===== src/rtl/sdpc_pkg.sv =====
// Package: shared command and sequencer encodings for the SDRAM page controller.
// Assumes: the command codes are visible at the top-level cmd_op port.
package sdpc_pkg;

    typedef enum logic [2:0] {
        OP_NOP = 3'd0,
        OP_ACT = 3'd1,
        OP_PRE = 3'd2,
        OP_RD  = 3'd3,
        OP_WR  = 3'd4
    } sdpc_op_e;

    typedef enum logic [2:0] {
        ST_IDLE,
        ST_WAIT_ACT,
        ST_PRE_OLD,
        ST_WAIT_COL,
        ST_DONE
    } sdpc_state_e;

endpackage


===== src/rtl/sdpc_addr_map.sv =====
// Module: splits a flat word address into bank, row and column fields.
// Page mode takes the bank from the bits just above the column.
// Bank mode takes it from the top address bits.
// Assumes: col_bits + BANK_W + ROW_W <= ADDR_W in page mode and
//          col_bits + ROW_W <= ADDR_W - BANK_W in bank mode.
module sdpc_addr_map #(
    parameter int ADDR_W = 22,
    parameter int BANK_W = 2,
    parameter int ROW_W  = 12,
    parameter int CB_W   = 4
) (
    input  logic [ADDR_W-1:0] addr,
    input  logic              page_map,
    input  logic [CB_W-1:0]   col_bits,
    output logic [BANK_W-1:0] bank,
    output logic [ROW_W-1:0]  row,
    output logic [ROW_W-1:0]  col
);

    logic [ADDR_W-1:0] col_mask;
    logic [ADDR_W-1:0] col_full;
    logic [ADDR_W-1:0] above_col;
    logic [ADDR_W-1:0] row_full;

    // Column field: the address bits below the programmed column width.
    assign col_mask  = ~({ADDR_W{1'b1}} << col_bits);
    assign col_full  = addr & col_mask;
    assign above_col = addr >> col_bits;
    assign col       = col_full[ROW_W-1:0];

    // Bank and row field selection for the two mapping modes.
    always_comb begin
        if (page_map) begin
            bank     = above_col[BANK_W-1:0];
            row_full = above_col >> BANK_W;
        end else begin
            bank     = addr[ADDR_W-1 -: BANK_W];
            row_full = above_col;
        end
    end

    assign row = row_full[ROW_W-1:0];

endmodule


===== src/rtl/sdpc_open_table.sv =====
// Module: one open-row register and valid flag per bank per chip select.
// There is one lookup port, one set port and one clear port.
// Assumes: set and clear never address the same entry in the same cycle.
module sdpc_open_table #(
    parameter int CS_W   = 1,
    parameter int BANK_W = 2,
    parameter int ROW_W  = 12
) (
    input  logic              clk,
    input  logic              rst_n,
    input  logic [CS_W-1:0]   lk_cs,
    input  logic [BANK_W-1:0] lk_bank,
    output logic              lk_valid,
    output logic [ROW_W-1:0]  lk_row,
    input  logic              set_en,
    input  logic [CS_W-1:0]   set_cs,
    input  logic [BANK_W-1:0] set_bank,
    input  logic [ROW_W-1:0]  set_row,
    input  logic              clr_en,
    input  logic [CS_W-1:0]   clr_cs,
    input  logic [BANK_W-1:0] clr_bank
);

    localparam int IDX_W   = CS_W + BANK_W;
    localparam int ENTRIES = 1 << IDX_W;

    logic [ENTRIES-1:0] vld;
    logic [ROW_W-1:0]   rows [ENTRIES];
    logic [IDX_W-1:0]   set_idx;
    logic [IDX_W-1:0]   clr_idx;
    logic [IDX_W-1:0]   lk_idx;

    assign set_idx = {set_cs, set_bank};
    assign clr_idx = {clr_cs, clr_bank};
    assign lk_idx  = {lk_cs, lk_bank};

    for (genvar g = 0; g < ENTRIES; g++) begin : g_entry
        // Entry state: opened by ACTIVATE, closed by PRECHARGE.
        always_ff @(posedge clk) begin
            if (!rst_n) begin
                vld[g]  <= 1'b0;
                rows[g] <= '0;
            end else if (set_en && set_idx == IDX_W'(g)) begin
                vld[g]  <= 1'b1;
                rows[g] <= set_row;
            end else if (clr_en && clr_idx == IDX_W'(g)) begin
                vld[g]  <= 1'b0;
            end
        end
    end

    // Lookup of the requested bank.
    assign lk_valid = vld[lk_idx];
    assign lk_row   = rows[lk_idx];

endmodule


===== src/rtl/sdpc_seq.sv =====
// Module: command sequencer. It classifies a request as hit, same-bank miss,
// overlapped miss, serial miss or cold activate, and steps through the
// commands with a down-counter for the ACT->column and PRE->ACT delays.
// All command outputs are registered.
// Assumes: trcd >= 2, trp >= 1, request fields stable until req_ready.
module sdpc_seq
    import sdpc_pkg::*;
#(
    parameter int CS_W   = 1,
    parameter int BANK_W = 2,
    parameter int ROW_W  = 12,
    parameter int TIM_W  = 4
) (
    input  logic              clk,
    input  logic              rst_n,
    input  logic              cfg_no_ibank_ilv,
    input  logic [TIM_W-1:0]  cfg_trcd,
    input  logic [TIM_W-1:0]  cfg_trp,
    input  logic              req_valid,
    input  logic              req_write,
    input  logic [CS_W-1:0]   req_cs,
    input  logic [BANK_W-1:0] map_bank,
    input  logic [ROW_W-1:0]  map_row,
    input  logic [ROW_W-1:0]  map_col,
    input  logic              lk_valid,
    input  logic [ROW_W-1:0]  lk_row,
    output logic              set_en,
    output logic [CS_W-1:0]   set_cs,
    output logic [BANK_W-1:0] set_bank,
    output logic [ROW_W-1:0]  set_row,
    output logic              clr_en,
    output logic [CS_W-1:0]   clr_cs,
    output logic [BANK_W-1:0] clr_bank,
    output sdpc_op_e          cmd_op,
    output logic [CS_W-1:0]   cmd_cs,
    output logic [BANK_W-1:0] cmd_bank,
    output logic [ROW_W-1:0]  cmd_addr,
    output logic              busy,
    output logic              req_ready
);

    sdpc_state_e       state, nxt_state;
    logic [TIM_W-1:0]  cnt, nxt_cnt;
    logic [CS_W-1:0]   tgt_cs, prev_cs, cur_cs;
    logic [BANK_W-1:0] tgt_bank, prev_bank, cur_bank;
    logic [ROW_W-1:0]  tgt_row, tgt_col;
    logic              tgt_wr, cur_valid;
    logic              load_tgt;
    sdpc_op_e          iss_op;
    logic [CS_W-1:0]   iss_cs;
    logic [BANK_W-1:0] iss_bank;
    logic [ROW_W-1:0]  iss_addr;
    logic              ilv_ok;
    logic              row_hit;

    // Overlap is allowed across chip selects always, within one only if enabled.
    assign ilv_ok  = (cur_cs != req_cs) || !cfg_no_ibank_ilv;
    assign row_hit = lk_valid && (lk_row == map_row);

    // Next-state and command selection.
    always_comb begin
        nxt_state = state;
        nxt_cnt   = cnt;
        load_tgt  = 1'b0;
        iss_op    = OP_NOP;
        iss_cs    = '0;
        iss_bank  = '0;
        iss_addr  = '0;
        case (state)
            ST_IDLE: begin
                if (req_valid) begin
                    load_tgt = 1'b1;
                    if (row_hit) begin
                        iss_op    = req_write ? OP_WR : OP_RD;
                        iss_cs    = req_cs;
                        iss_bank  = map_bank;
                        iss_addr  = map_col;
                        nxt_state = ST_DONE;
                    end else if (lk_valid) begin
                        iss_op    = OP_PRE;
                        iss_cs    = req_cs;
                        iss_bank  = map_bank;
                        nxt_cnt   = cfg_trp - TIM_W'(1);
                        nxt_state = ST_WAIT_ACT;
                    end else if (cur_valid && ilv_ok) begin
                        iss_op    = OP_ACT;
                        iss_cs    = req_cs;
                        iss_bank  = map_bank;
                        iss_addr  = map_row;
                        nxt_state = ST_PRE_OLD;
                    end else if (cur_valid) begin
                        iss_op    = OP_PRE;
                        iss_cs    = cur_cs;
                        iss_bank  = cur_bank;
                        nxt_cnt   = cfg_trp - TIM_W'(1);
                        nxt_state = ST_WAIT_ACT;
                    end else begin
                        iss_op    = OP_ACT;
                        iss_cs    = req_cs;
                        iss_bank  = map_bank;
                        iss_addr  = map_row;
                        nxt_cnt   = cfg_trcd - TIM_W'(1);
                        nxt_state = ST_WAIT_COL;
                    end
                end
            end
            ST_WAIT_ACT: begin
                if (cnt == '0) begin
                    iss_op    = OP_ACT;
                    iss_cs    = tgt_cs;
                    iss_bank  = tgt_bank;
                    iss_addr  = tgt_row;
                    nxt_cnt   = cfg_trcd - TIM_W'(1);
                    nxt_state = ST_WAIT_COL;
                end else begin
                    nxt_cnt = cnt - TIM_W'(1);
                end
            end
            ST_PRE_OLD: begin
                iss_op    = OP_PRE;
                iss_cs    = prev_cs;
                iss_bank  = prev_bank;
                nxt_cnt   = cfg_trcd - TIM_W'(2);
                nxt_state = ST_WAIT_COL;
            end
            ST_WAIT_COL: begin
                if (cnt == '0) begin
                    iss_op    = tgt_wr ? OP_WR : OP_RD;
                    iss_cs    = tgt_cs;
                    iss_bank  = tgt_bank;
                    iss_addr  = tgt_col;
                    nxt_state = ST_DONE;
                end else begin
                    nxt_cnt = cnt - TIM_W'(1);
                end
            end
            ST_DONE: nxt_state = ST_IDLE;
            default: nxt_state = ST_IDLE;
        endcase
    end

    // Table update strobes follow the issued command.
    assign set_en   = (iss_op == OP_ACT);
    assign set_cs   = iss_cs;
    assign set_bank = iss_bank;
    assign set_row  = iss_addr;
    assign clr_en   = (iss_op == OP_PRE);
    assign clr_cs   = iss_cs;
    assign clr_bank = iss_bank;

    // Sequencer state and delay counter.
    always_ff @(posedge clk) begin
        if (!rst_n) begin
            state <= ST_IDLE;
            cnt   <= '0;
        end else begin
            state <= nxt_state;
            cnt   <= nxt_cnt;
        end
    end

    // Latch the decoded target and the page open before it.
    always_ff @(posedge clk) begin
        if (!rst_n) begin
            tgt_cs    <= '0;
            tgt_bank  <= '0;
            tgt_row   <= '0;
            tgt_col   <= '0;
            tgt_wr    <= 1'b0;
            prev_cs   <= '0;
            prev_bank <= '0;
        end else if (load_tgt) begin
            tgt_cs    <= req_cs;
            tgt_bank  <= map_bank;
            tgt_row   <= map_row;
            tgt_col   <= map_col;
            tgt_wr    <= req_write;
            prev_cs   <= cur_cs;
            prev_bank <= cur_bank;
        end
    end

    // Track the most recently activated page as the current open page.
    always_ff @(posedge clk) begin
        if (!rst_n) begin
            cur_valid <= 1'b0;
            cur_cs    <= '0;
            cur_bank  <= '0;
        end else if (iss_op == OP_ACT) begin
            cur_valid <= 1'b1;
            cur_cs    <= iss_cs;
            cur_bank  <= iss_bank;
        end else if (iss_op == OP_PRE && iss_cs == cur_cs && iss_bank == cur_bank) begin
            cur_valid <= 1'b0;
        end
    end

    // Registered command port.
    always_ff @(posedge clk) begin
        if (!rst_n) begin
            cmd_op   <= OP_NOP;
            cmd_cs   <= '0;
            cmd_bank <= '0;
            cmd_addr <= '0;
        end else begin
            cmd_op   <= iss_op;
            cmd_cs   <= iss_cs;
            cmd_bank <= iss_bank;
            cmd_addr <= iss_addr;
        end
    end

    assign busy      = (state != ST_IDLE);
    assign req_ready = (state == ST_DONE);

endmodule


===== src/rtl/sdram_page_ctrl.sv =====
// Module: top of the SDRAM bank-interleaving page controller. It joins the
// address mapper, the open-row table and the command sequencer.
// Assumes: configuration changes only while busy is low.
module sdram_page_ctrl
    import sdpc_pkg::*;
#(
    parameter  int ADDR_W = 22,
    parameter  int NUM_CS = 2,
    parameter  int BANK_W = 2,
    parameter  int ROW_W  = 12,
    parameter  int CB_W   = 4,
    parameter  int TIM_W  = 4,
    localparam int CS_W   = (NUM_CS > 1) ? $clog2(NUM_CS) : 1
) (
    input  logic              clk,
    input  logic              rst_n,
    input  logic              cfg_page_map,
    input  logic              cfg_no_ibank_ilv,
    input  logic [CB_W-1:0]   cfg_col_bits,
    input  logic [TIM_W-1:0]  cfg_trcd,
    input  logic [TIM_W-1:0]  cfg_trp,
    input  logic              req_valid,
    output logic              req_ready,
    input  logic [ADDR_W-1:0] req_addr,
    input  logic [CS_W-1:0]   req_cs,
    input  logic              req_write,
    output logic              busy,
    output logic              cmd_valid,
    output logic [2:0]        cmd_op,
    output logic [CS_W-1:0]   cmd_cs,
    output logic [BANK_W-1:0] dev_bank,
    output logic [ROW_W-1:0]  dev_addr
);

    logic [BANK_W-1:0] map_bank;
    logic [ROW_W-1:0]  map_row, map_col;
    logic              lk_valid;
    logic [ROW_W-1:0]  lk_row;
    logic              set_en, clr_en;
    logic [CS_W-1:0]   set_cs, clr_cs;
    logic [BANK_W-1:0] set_bank, clr_bank;
    logic [ROW_W-1:0]  set_row;
    sdpc_op_e          op_q;

    sdpc_addr_map #(
        .ADDR_W(ADDR_W), .BANK_W(BANK_W), .ROW_W(ROW_W), .CB_W(CB_W)
    ) map_i (
        .addr(req_addr), .page_map(cfg_page_map), .col_bits(cfg_col_bits),
        .bank(map_bank), .row(map_row), .col(map_col)
    );

    sdpc_open_table #(
        .CS_W(CS_W), .BANK_W(BANK_W), .ROW_W(ROW_W)
    ) table_i (
        .clk(clk), .rst_n(rst_n),
        .lk_cs(req_cs), .lk_bank(map_bank), .lk_valid(lk_valid), .lk_row(lk_row),
        .set_en(set_en), .set_cs(set_cs), .set_bank(set_bank), .set_row(set_row),
        .clr_en(clr_en), .clr_cs(clr_cs), .clr_bank(clr_bank)
    );

    sdpc_seq #(
        .CS_W(CS_W), .BANK_W(BANK_W), .ROW_W(ROW_W), .TIM_W(TIM_W)
    ) seq_i (
        .clk(clk), .rst_n(rst_n),
        .cfg_no_ibank_ilv(cfg_no_ibank_ilv), .cfg_trcd(cfg_trcd), .cfg_trp(cfg_trp),
        .req_valid(req_valid), .req_write(req_write), .req_cs(req_cs),
        .map_bank(map_bank), .map_row(map_row), .map_col(map_col),
        .lk_valid(lk_valid), .lk_row(lk_row),
        .set_en(set_en), .set_cs(set_cs), .set_bank(set_bank), .set_row(set_row),
        .clr_en(clr_en), .clr_cs(clr_cs), .clr_bank(clr_bank),
        .cmd_op(op_q), .cmd_cs(cmd_cs), .cmd_bank(dev_bank), .cmd_addr(dev_addr),
        .busy(busy), .req_ready(req_ready)
    );

    assign cmd_op    = op_q;
    assign cmd_valid = (op_q != OP_NOP);

endmodule


===== config.mk =====
export PLATFORM = sky130hd
export DESIGN_NAME = sdram_page_ctrl
export DESIGN_NICKNAME = d
export VERILOG_FILES = /design/src/rtl/sdpc_pkg.sv /design/src/rtl/sdpc_addr_map.sv /design/src/rtl/sdpc_open_table.sv /design/src/rtl/sdpc_seq.sv /design/src/rtl/sdram_page_ctrl.sv
export SDC_FILE = /design/constraint.sdc
export NUM_CORES = 1
export LEC_CHECK = 0
export BUFFER_PORTS_ARGS = -buffer_cell sky130_fd_sc_hd__buf_2
export CELL_PAD_IN_SITES_DETAIL_PLACEMENT = 0
export CELL_PAD_IN_SITES_GLOBAL_PLACEMENT = 1
export CORE_ASPECT_RATIO = 0.9
export CORE_MARGIN = 3
export CORE_UTILIZATION = 41
export CTS_CLUSTER_DIAMETER = 200
export DETAILED_ROUTE_END_ITERATION = 10
export PLACE_DENSITY_LB_ADDON = 0.1
export SYNTH_ARGS = -nofsm -noshare
export SYNTH_HDL_FRONTEND = slang
export SYNTH_SLANG_ARGS = --single-unit

===== constraint.sdc =====
create_clock -name clk -period 3.94 [get_ports clk]
set_clock_uncertainty 0.2 [all_clocks]
set_input_delay 0 -clock clk [delete_from_list [all_inputs] [get_ports clk]]
set_output_delay 0 -clock clk [all_outputs]
set_load 0.05 [all_outputs]

==> results.yml <==
routing:
  ant_nets: 0
  detail_route.wl_per_cell_um: 21.9
  met1_length_um: 15100
  top_layer_used: "met4"
  drt_wl_total_um: 31500
  met2_length_um: 14300
  drt_drc_violations_left: 0
  drt_iter0_drc: 637
  drtPass1Iterations: 5
  avgViaCountPerCell: 5.68
  wl_met3_um: 1510
  route.vias.total: 8176
critical_path:
  crit_start: "cfg_col_bits[0]"
  worst_r2r_startpoint: "seq_i.cnt[0]"
  reg2reg_slack_ns: 0.70
  crit_type: "in2reg"
  r2r-end: "table_i.rows[0][10]"
  required_ns: 4.04
  end_kind: "register"
  reg2reg_depth: 9
  cp.arrival_ns: 3.85
  crit_end: "table_i.rows[2][9]"
  cp_max_fo: 29
  critPathLaunchType: "primary input"
sta:
  relSlewSlack_pct: 26.1
  finalCritPeriodShare_pct: 95.4
  setup_viol: 0
  fin_crit_ns: 3.76
  rsz0062_at_grt: "false"
  hold_viol: 0
  setup_slack_ns: 0.183
  tightestPinTransition_ns: 1.09
  clock.fmax_mhz: 266
  maxSlewViolCount: 0
layout:
  fillCellCount: 2242
  nets: 1172
  fin_util_pct: 51.8
  antenna_cells: 0
  mostFrequentLayoutCell: "nor2_1"
  syn2layout_area_growth_pct: 23.8
  most-common-layout-cells: "159 x nor2_1, 135 x buf_4, 97 x mux2i_1"
  drive_gt1_share_pct: 28.2
  fin_area_mm2: 0.0122
outcome:
  run_status: "finished clean"
pwr:
  power_density_mw_per_mm2: 526
  p_leak_uw: 0.00478
  vdd_drop_max_v: 0.000261
clock_tree:
  clk_latency_ns: 0.45
  numClockSinks: 164
  cts_buffer_depth: 2
  cts_root_buf: "clkbuf_16"
  clkTransAtPathRegs_ns: 0.08
  htree_levels: 4
  post-cts-setup-buffer-count: 0
  cts-buffers-inserted: 17
  cts_tree: "yes"
grt:
  grt_max_degree: 41
  antenna_found_initial: 0
  grt_pass1_vias: 7954
  grt_overflow: 0
  grt_pass1_wl_um: 48500
  grtUsageTotal_pct: 24.5
synth:
  avgSynthCellArea_um2: 10.5
  synthFlopType: "edfxtp_1"
  ys_top_cells_by_area: "edfxtp_1 29%, dfxtp_1 14%, mux2i_1 9.9%, nor2_1 6.3%, mux4_2 3.0%"
  ys_types: 91
  ys_ff_latch: 164
  synthArstFlopShare_pct: 0
  synth_top_area_share_pct: 29.4
  netlist_instances: 933
  ys.warnings.count: 0
  syn-num-nets: 980
  synth_edf_count: 96
  synth_area_mm2: 0.00982
  synth.yosys.seq_area_share_pct: 43.2
  synth_area_leader_cell: "edfxtp_1"
placed_design:
  pre_cts_ws_ns: -0.381
  port_buffers: 61
  postPlaceCellArea_mm2: 0.0113
  hpwl_um: 22900
  routabilityCongestion: 1.03
job:
  cap_viol_max_count: 0
floorplanning:
  die_height_um: 153
  io_pins: 62
  row_count: 53
  initial_core_util_pct: 41.8
  placeableCoreArea_mm2: 0.0235
  die_area_mm2: 0.0259
  die_x_um: 169
worst_hold_path:
  hp-class: "in2reg"
==> Yosys cell counts (4+ instances only) <==
cell type    n
a211oi_1    15
a21o_1       5
a21oi_1     43
a221oi_1     7
a22oi_1      6
a31oi_1      6
and2_1       6
buf_1        5
buf_12       4
buf_2        7
buf_6        5
clkbuf_1    17
clkbuf_8    15
dfxtp_1     68
edfxtp_1    96
ha_1         6
inv_1       19
mux2_2      11
mux2i_1     97
mux4_1      10
mux4_2      13
nand2_1     71
nand2b_1     5
nand3_1     17
nand4_1      5
nor2_1     165
nor2b_1      5
nor3_1      21
o211ai_1     4
o21a_1       9
o21ai_0     23
o22ai_1     20
o311ai_0    10
or2_2        4
or3_1        4
or3_2        4
xnor2_1     14
xor2_1       7
==> how the worst min path moves through the flow <==
stage,startpoint,end,cells after the start
after floorplan,req_write,seq_i.tgt_wr,2
after global placement,req_write,seq_i.tgt_wr,3
after detailed placement,req_write,seq_i.tgt_wr,3
after CTS,req_addr[4],seq_i.tgt_col[4],4
after global routing,req_addr[4],seq_i.tgt_col[4],4
final,cfg_no_ibank_ilv,seq_i.cnt[2],6
==> cells by family after synthesis <==
kind of cell             Yosys count  share of synthesized area [%]
adder cells (fa/ha/maj)            6                          0.764
AND/OR/NAND/NOR                  325                           14.7
AO/OA/AOI/OAI                    203                           16.2
buffers and inverters             81                           6.23
multiplexers                     133                           17.0
XOR/XNOR                          21                           1.87
flip-flops                       164                           43.2
==> metrics by stage <==
| stage | std cells | hold WS (ns) | TNS [ns] | power [uW] |
|---|---|---|---|---|
| floorplan | 933 | -0.0640 | 0 | 3750 |
| global placement | 1386 | 0.103 | -28.89 | 4630 |
| detailed placement | 1386 | 0.100 | -33.09 | 4630 |
| CTS | 1440 | 0.00677 | 0 | 6410 |
| global route | 1440 | 0.0495 | 0 | 6710 |
| finish | 1440 | 0.0428 | 0 | 6400 |
==> flip-flops by register name (all words and copies together) (netlist names), 3 cells and up <==
| name | flops |
|---|---|
| table_i.vld | 8 |
| seq_i.cmd_op | 3 |
| seq_i.tgt_row | 12 |
| table_i.rows | 96 |
| seq_i.tgt_col | 12 |
| seq_i.state | 3 |
| seq_i.cnt | 4 |
| seq_i.cmd_addr | 12 |
==> layer usage <==
layer / GRT usage, % / up-vias
li1: - / 3870
met4: 5.69 / 0
met1: 36.7 / 4031
met3: 4.03 / 38
met5: 0 / -
met2: 37.3 / 237
==> worst max-delay path, stage by stage <==
cell and delay [ns]:
buf_2 0.14, buf_4 0.19, buf_4 0.16, mux2i_1 0.11
mux4_2 0.51, o221ai_4 0.23, buf_12 0.26, mux2i_1 0.34
a22oi_2 0.13, a21oi_2 0.25, mux2i_1 0.26, o21a_1 0.24
nand2_1 0.12, or3_2 0.68, nor2_1 0.17
==> final cells by class <==
class / instances / area (um^2) / share of cell area [%]
flip-flops and latches: 164 / 4240 / 34.9
clock inverters: 15 / 194 / 1.59
multi-input cells: 688 / 4990 / 41.0
repair buffers: 234 / 1860 / 15.3
inverters: 20 / 75.1 / 0.617
clock buffers: 17 / 425 / 3.50
well taps: 302 / 378 / 3.11
==> power breakdown <==
group	internal (uW)	switching, uW	leakage [uW]
Combinational	975	1490	0.00293
Clock	870	867	0.000300
Sequential	2060	141	0.00155
Total	3900	2500	0.00478
==> what timing repair did <==
action                                  CTS  global route
endpoints found under the setup margin    0            42
hold endpoints to repair                 48             0
gates resized for setup                   0             6
hold buffers                             22             0
Power figures use the tool's default switching activity.
